File: config.mk
export PLATFORM = sky130hd
export DESIGN_NAME = alert_sched
export DESIGN_NICKNAME = d
export VERILOG_FILES = /design/src/rtl/alert_pkg.sv /design/src/rtl/alert_edge_det.sv /design/src/rtl/alert_evt.sv /design/src/rtl/alert_hb_timer.sv /design/src/rtl/alert_tx_fsm.sv /design/src/rtl/alert_sched.sv
export SDC_FILE = /design/constraint.sdc
export NUM_CORES = 1
export LEC_CHECK = 0
export CAP_MARGIN = 20
export CORE_ASPECT_RATIO = 1.5
export CORE_UTILIZATION = 45
export CTS_CLUSTER_DIAMETER = 60
export CTS_CLUSTER_SIZE = 25
export DETAILED_ROUTE_END_ITERATION = 12
export DONT_BUFFER_PORTS = 1
export HOLD_SLACK_MARGIN = 0.1
export PLACE_DENSITY_LB_ADDON = 0.15
export SLEW_MARGIN = 40
export SYNTH_ARGS = -nofsm -noshare
export SYNTH_HDL_FRONTEND = slang
export SYNTH_SLANG_ARGS = --single-unit
File: constraint.sdc
create_clock -name clk -period 2 [get_ports clk]
set_input_delay 0.2 -clock clk [delete_from_list [all_inputs] [get_ports clk]]
set_output_delay 0.2 -clock clk [all_outputs]
set_load 0.01 [all_outputs]
File: src/rtl/alert_pkg.sv
package alert_pkg;

    localparam int SEQ_W   = 4;
    localparam int STK_N   = 4;
    localparam int LVL_N   = 4;

    // sticky flag positions
    localparam int STK_CPU   = 0;
    localparam int STK_WDOG  = 1;
    localparam int STK_SW    = 2;
    localparam int STK_BLANK = 3;

    // flags that are cleared once reported
    localparam logic [STK_N-1:0] STK_CLEARABLE = 4'b0111;

    // watched level positions
    localparam int LVL_TAMPER  = 0;
    localparam int LVL_THERM   = 1;
    localparam int LVL_GPIO    = 2;
    localparam int LVL_WORKING = 3;

    localparam logic [7:0] BLANK_BYTE = 8'hFF;

    typedef logic [SEQ_W-1:0] seq_t;

    typedef struct packed {
        logic rsvd;
        logic gpio;
        logic fw_blank;
        logic sw_req;
        logic wdog;
        logic cpu_lost;
        logic thermal;
        logic tamper;
    } alert_status_t;

    typedef enum logic [1:0] {
        TX_IDLE     = 2'd0,
        TX_WAIT_BUS = 2'd1,
        TX_SEND     = 2'd2
    } tx_state_e;

    function automatic alert_status_t build_status(
        input logic tamper, input logic thermal, input logic gpio,
        input logic [STK_N-1:0] stk);
        alert_status_t s;
        s.rsvd     = 1'b0;
        s.gpio     = gpio;
        s.fw_blank = stk[STK_BLANK];
        s.sw_req   = stk[STK_SW];
        s.wdog     = stk[STK_WDOG];
        s.cpu_lost = stk[STK_CPU];
        s.thermal  = thermal;
        s.tamper   = tamper;
        return s;
    endfunction

    function automatic logic [STK_N-1:0] reported_flags(input alert_status_t s);
        logic [STK_N-1:0] r;
        r[STK_CPU]   = s.cpu_lost;
        r[STK_WDOG]  = s.wdog;
        r[STK_SW]    = s.sw_req;
        r[STK_BLANK] = s.fw_blank;
        return r;
    endfunction

endpackage

File: src/rtl/alert_edge_det.sv
module alert_edge_det #(
    parameter int W = 4,
    parameter logic [W-1:0] RISE_EN = '1,
    parameter logic [W-1:0] FALL_EN = '0
) (
    input  logic         clk,
    input  logic [W-1:0] lvl,
    output logic [W-1:0] hit
);

    for (genvar i = 0; i < W; i++) begin : g_bit
        logic prev_q;

        // tracks the input even in reset so release causes no false edge
        always_ff @(posedge clk) begin
            prev_q <= lvl[i];
        end

        if (RISE_EN[i] && FALL_EN[i]) begin : g_any
            assign hit[i] = lvl[i] ^ prev_q;
        end else if (RISE_EN[i]) begin : g_rise
            assign hit[i] = lvl[i] & ~prev_q;
        end else if (FALL_EN[i]) begin : g_fall
            assign hit[i] = ~lvl[i] & prev_q;
        end else begin : g_none
            assign hit[i] = 1'b0;
        end
    end

endmodule

File: src/rtl/alert_evt.sv
module alert_evt
    import alert_pkg::*;
(
    input  logic              clk,
    input  logic              rst,
    input  logic              tamper_in,
    input  logic              therm_in,
    input  logic              gpio_in,
    input  logic              working,
    input  logic              cpu_miss_pulse,
    input  logic              wdog_expire,
    input  logic              sw_send_strobe,
    input  logic              fw_fetch_vld,
    input  logic [7:0]        fw_fetch_byte,
    input  logic              clr_en,
    input  logic [STK_N-1:0]  clr_flags,
    output alert_status_t     status_now,
    output logic              trig
);

    // rising on tamper/thermal, any edge on gpio, falling on working
    localparam logic [LVL_N-1:0] RISE_MASK = 4'b0111;
    localparam logic [LVL_N-1:0] FALL_MASK = 4'b1100;

    logic [LVL_N-1:0] lvl;
    logic [LVL_N-1:0] lvl_hit;
    logic [STK_N-1:0] stk_q;
    logic [STK_N-1:0] stk_set;
    logic [STK_N-1:0] stk_clr;
    logic             fetched_q;

    always_comb begin
        lvl              = '0;
        lvl[LVL_TAMPER]  = tamper_in;
        lvl[LVL_THERM]   = therm_in;
        lvl[LVL_GPIO]    = gpio_in;
        lvl[LVL_WORKING] = working;
    end

    alert_edge_det #(
        .W       (LVL_N),
        .RISE_EN (RISE_MASK),
        .FALL_EN (FALL_MASK)
    ) u_edges (
        .clk (clk),
        .lvl (lvl),
        .hit (lvl_hit)
    );

    always_comb begin
        stk_set            = '0;
        stk_set[STK_CPU]   = cpu_miss_pulse;
        stk_set[STK_WDOG]  = wdog_expire;
        stk_set[STK_SW]    = sw_send_strobe;
        stk_set[STK_BLANK] = fw_fetch_vld && !fetched_q && (fw_fetch_byte == BLANK_BYTE);
        stk_clr            = clr_en ? (clr_flags & STK_CLEARABLE) : '0;
    end

    always_ff @(posedge clk) begin
        if (rst) begin
            stk_q     <= '0;
            fetched_q <= 1'b0;
        end else begin
            stk_q <= (stk_q & ~stk_clr) | stk_set;
            if (fw_fetch_vld) begin
                fetched_q <= 1'b1;
            end
        end
    end

    assign status_now = build_status(tamper_in, therm_in, gpio_in, stk_q | stk_set);
    assign trig       = (|lvl_hit) || (|stk_set);

endmodule

File: src/rtl/alert_hb_timer.sv
module alert_hb_timer #(
    parameter int HB_TICKS = 100000
) (
    input  logic clk,
    input  logic rst,
    input  logic run,
    output logic fire
);

    localparam int CNT_W = (HB_TICKS > 2) ? $clog2(HB_TICKS) : 1;
    localparam logic [CNT_W-1:0] LAST = CNT_W'(HB_TICKS - 1);

    logic [CNT_W-1:0] cnt_q;

    assign fire = run && (cnt_q == LAST);

    always_ff @(posedge clk) begin
        if (rst || !run || fire) begin
            cnt_q <= '0;
        end else begin
            cnt_q <= cnt_q + 1'b1;
        end
    end

endmodule

File: src/rtl/alert_tx_fsm.sv
module alert_tx_fsm
    import alert_pkg::*;
(
    input  logic          clk,
    input  logic          rst,
    input  logic          trig,
    input  logic          beat_fire,
    input  alert_status_t status_in,
    input  logic          bus_idle,
    input  logic          bus_coll,
    input  logic          tx_done,
    output logic          tx_req,
    output logic          busy,
    output logic          idle,
    output logic          done_ok,
    output seq_t          seq,
    output alert_status_t frame
);

    tx_state_e     state_q;
    logic          pend_q;
    seq_t          seq_q;
    alert_status_t frame_q;
    logic          alert_go;
    logic          beat_go;

    assign idle     = (state_q == TX_IDLE);
    assign alert_go = idle && (trig || pend_q);
    assign beat_go  = idle && !alert_go && beat_fire;
    assign done_ok  = (state_q == TX_SEND) && tx_done && !bus_coll;

    always_ff @(posedge clk) begin
        if (rst) begin
            state_q <= TX_IDLE;
            pend_q  <= 1'b0;
            seq_q   <= '0;
            frame_q <= '0;
        end else begin
            if (alert_go) begin
                pend_q <= 1'b0;
            end else if (trig) begin
                pend_q <= 1'b1;
            end

            case (state_q)
                TX_IDLE: begin
                    if (alert_go) begin
                        seq_q   <= seq_q + 1'b1;
                        frame_q <= status_in;
                        state_q <= TX_WAIT_BUS;
                    end else if (beat_go) begin
                        frame_q <= status_in;
                        state_q <= TX_WAIT_BUS;
                    end
                end
                TX_WAIT_BUS: begin
                    if (bus_idle) begin
                        state_q <= TX_SEND;
                    end
                end
                TX_SEND: begin
                    if (bus_coll) begin
                        state_q <= TX_WAIT_BUS;
                    end else if (tx_done) begin
                        state_q <= TX_IDLE;
                    end
                end
                default: state_q <= TX_IDLE;
            endcase
        end
    end

    assign tx_req = (state_q == TX_SEND);
    assign busy   = !idle;
    assign seq    = seq_q;
    assign frame  = frame_q;

endmodule

File: src/rtl/alert_sched.sv
module alert_sched
    import alert_pkg::*;
#(
    parameter int HB_TICKS = 100000
) (
    input  logic       clk,
    input  logic       rst,
    input  logic       tamper_in,
    input  logic       therm_in,
    input  logic       cpu_miss_pulse,
    input  logic       wdog_expire,
    input  logic       sw_send_strobe,
    input  logic       fw_fetch_vld,
    input  logic [7:0] fw_fetch_byte,
    input  logic       gpio_in,
    input  logic       pwr_working,
    input  logic       bus_idle,
    input  logic       bus_coll,
    input  logic       tx_done,
    output logic       tx_req,
    output logic [3:0] tx_seq,
    output logic [7:0] tx_status,
    output logic       busy
);

    alert_status_t status_now;
    alert_status_t frame;
    seq_t          seq;
    logic          trig;
    logic          beat_fire;
    logic          idle;
    logic          done_ok;

    alert_evt u_evt (
        .clk            (clk),
        .rst            (rst),
        .tamper_in      (tamper_in),
        .therm_in       (therm_in),
        .gpio_in        (gpio_in),
        .working        (pwr_working),
        .cpu_miss_pulse (cpu_miss_pulse),
        .wdog_expire    (wdog_expire),
        .sw_send_strobe (sw_send_strobe),
        .fw_fetch_vld   (fw_fetch_vld),
        .fw_fetch_byte  (fw_fetch_byte),
        .clr_en         (done_ok),
        .clr_flags      (reported_flags(frame)),
        .status_now     (status_now),
        .trig           (trig)
    );

    alert_hb_timer #(
        .HB_TICKS (HB_TICKS)
    ) u_hb (
        .clk  (clk),
        .rst  (rst),
        .run  (idle && !pwr_working),
        .fire (beat_fire)
    );

    alert_tx_fsm u_fsm (
        .clk       (clk),
        .rst       (rst),
        .trig      (trig),
        .beat_fire (beat_fire),
        .status_in (status_now),
        .bus_idle  (bus_idle),
        .bus_coll  (bus_coll),
        .tx_done   (tx_done),
        .tx_req    (tx_req),
        .busy      (busy),
        .idle      (idle),
        .done_ok   (done_ok),
        .seq       (seq),
        .frame     (frame)
    );

    assign tx_seq    = seq;
    assign tx_status = frame;

endmodule

==> results_dict.tcl <==
set metrics [dict create \
    gp_congestion 0.801 \
    drc 0 \
    max-cap-violations 0 \
    period_needed_ns 1.92 \
    dieArea_um2 4040 \
    finalNetCount 222 \
    synthMostInstantiatedCell "dfxtp_1" \
    cts_tree "built" \
    yosys.area.top_type "dfxtp_1" \
    post_cts_buffers 0 \
    antenna_found_initial 0 \
    synth_top_area_share 0.470 \
    max_slew_margin 0.562 \
    min_period_over_period 0.958 \
    post_cts_resized 0 \
    async_reset_ff_frac 0 \
    drt-total-wl_um 3410 \
    port_buffers 0 \
    rows 27 \
    ant_nets 0 \
    crit_path_top_delay_cell "dfxtp_1" \
    cp_cell_sequence "ha_1 -> and4_1 -> and4_4 -> and2_2 -> nor2_4 -> mux2_1" \
    clock-sinks 40 \
    grt_usage 0.194 \
    worstHoldPathType "input port to flop" \
    synth_common_cells "dfxtp_1, nor2_1, a21oi_1" \
    cts_max_level 2 \
    yosys_warnings 0 \
    setup_tns_ns 0 \
    grt_overflow 0 \
    fin_skew_ns 0.00706 \
    syn_inst 184 \
    ios 35 \
    hpwl_um 2470 \
    die_h_um 77.3 \
    layout-drive-gt1-share 0.125 \
    yosysSeqAreaShare 0.470 \
    finalSetupViolCount 0 \
    critical_path_class "flop to flop" \
    outcome "completed" \
    drt_iter0_drc 19 \
    crit_arrival_ns 2.09 \
    wl_per_cell_um 14.0 \
    num_antenna_cells 0 \
    ys_ff_latch 40 \
    final_util 0.532 \
    p_leak_uw 0.000694 \
    post_synth.cell_area_avg_um2 9.25 \
    first_global_vias 1416 \
    crit_path_end_kind "flop" \
    irDropWorstVdd_uv 522 \
    finalHoldViolCount 0 \
    area_growth_pct 14.0 \
    grt_max_degree 19 \
    yosys-top-cells-area "dfxtp_1, xor2_1, a21oi_1, nor2_1, nand3_1" \
    synth.cell_area_um2 1700 \
    critical_path.max_fanout 6 \
    grt_pass1_wl_um 5890 \
    worstSkewPairLatency_ns 0.29 \
    p_per_area_nw_per_um2 814 \
    vias_per_cell 5.49 \
    fmax_ghz 0.522 \
    timing.hold.ws_ns 0.160 \
    required_ns 2.17 \
    core-area_um2 3650 \
    syn-num-nets 207 \
    cts_buffer_depth 2 \
    cts_made_buffers 5 \
    synth_top_flop_cell "dfxtp_1" \
    worstMarginPinSlew_ns 0.654 \
    via_count 1334 \
    critPathLaunchType "flop" \
    slew_viol_final 0 \
    clk_pin_slew_ns 0.07 \
    critPathMaxStageDelay_ns 0.34 \
    dr.pass1.iters 4 \
    clockRootBuffer "clkbuf_8" \
    ys_types 45 \
    placed_area_um2 1750 \
    start_util 0.467 \
    postLayoutCellArea_um2 1940 \
    synth_edf_count 0 \
    chipWidth_um 52.2 \
    rsz0062_at_grt "false" \
]
timing repair:
| item | 4_1_cts | 5_1_grt |
|---|---|---|
| hold buffers | 10 | 0 |
| setup endpoints to repair | 0 | 0 |
| hold endpoints to repair | 22 | 0 |
layer usage:
layer	vias to the layer above	GRT usage	part of all wire	routed length [um]
li1	668	-	-	-
met1	628	0.189	0.36	1240
met2	29	0.365	0.57	1930
met3	9	0.0588	0.047	159
met4	0	0.0711	0.021	72
met5	-	0	0	0
logic make-up after synthesis:
group,after synthesis,share of synthesized area
and+or+nand+nor,75,0.258
AOI/OAI and AO/OA,34,0.120
muxes,2,0.0125
buffers and inverters,15,0.0456
xor gates and xnor gates,15,0.0771
adders and majority gates,2,0.0147
DFF,40,0.470
other,1,0.00220
layout by cell type, fill, tap and decap left out, types with 2 or more instances in the layout:
cell / instances
nand4_1: 3
nor2_1: 25
o21ai_0: 4
o31a_1: 3
buf_4: 5
xor2_1: 11
nand2_1: 8
o21ai_1: 3
inv_1: 7
nor4bb_1: 3
nor2_4: 2
nor2b_1: 2
clkbuf_8: 6
dlygate4sd3_1: 10
nand3_1: 11
or3_1: 4
ha_1: 2
and3_1: 3
dfxtp_1: 40
a21oi_1: 19
xnor2_1: 4
state kept, by name (all words and copies together) (netlist names):
name                        count
u_hb.cnt_q                     17
u_fsm.frame                     7
u_evt.stk_q                     4
u_evt.u_edges.g_bit.prev_q      4
u_fsm.seq                       4
u_fsm.state_q                   2
u_evt.fetched_q                 1
u_fsm.pend_q                    1
power by group:
part	switching (uW)	total, uW	leakage, uW	internal [uW]
logic	82.4	155	0.000322	72.6
clock network	265	545	0.0000445	280
registers	44.7	881	0.000328	836
critical path: cells and delay by family, from the launching register on:
family | cells | cell delay, ns
and+or+nand+nor | 4 | 0.88
DFF | 1 | 0.34
muxes | 1 | 0.34
adders and majority gates | 1 | 0.24
path summary, 6_finish.rpt:
path                           end           start  slack, ns  cells after the start
setup / recovery    u_fsm.frame[5]   u_hb.cnt_q[0]       0.08                      6
hold / removal    u_fsm.state_q[0]        bus_coll       0.16                      2
setup reg to reg    u_fsm.frame[5]   u_hb.cnt_q[0]       0.08                      6
hold reg to reg     u_evt.stk_q[3]  u_evt.stk_q[3]       0.46                      2
area by class of cell:
class | count | area (um2)
clock buffer | 7 | 86.3
clock inverter | 1 | 7.51
fill | 355 | 1710
inverter | 8 | 30.0
multi-input combinational | 129 | 825
sequential | 40 | 801
tap | 43 | 53.8
timing repair buffer | 15 | 138
stage by stage:
step / worst slack (ns) / cells / power, uW
2_1_floorplan: 0.205 / 184 / 1010
3_3_place_gp: 0.168 / 225 / 1030
3_5_place_dp: 0.101 / 225 / 1030
4_1_cts: 0.0867 / 243 / 1600
5_1_grt: 0.0224 / 243 / 1660
6_report: 0.0846 / 243 / 1580
(Power assumes the default switching activity.)
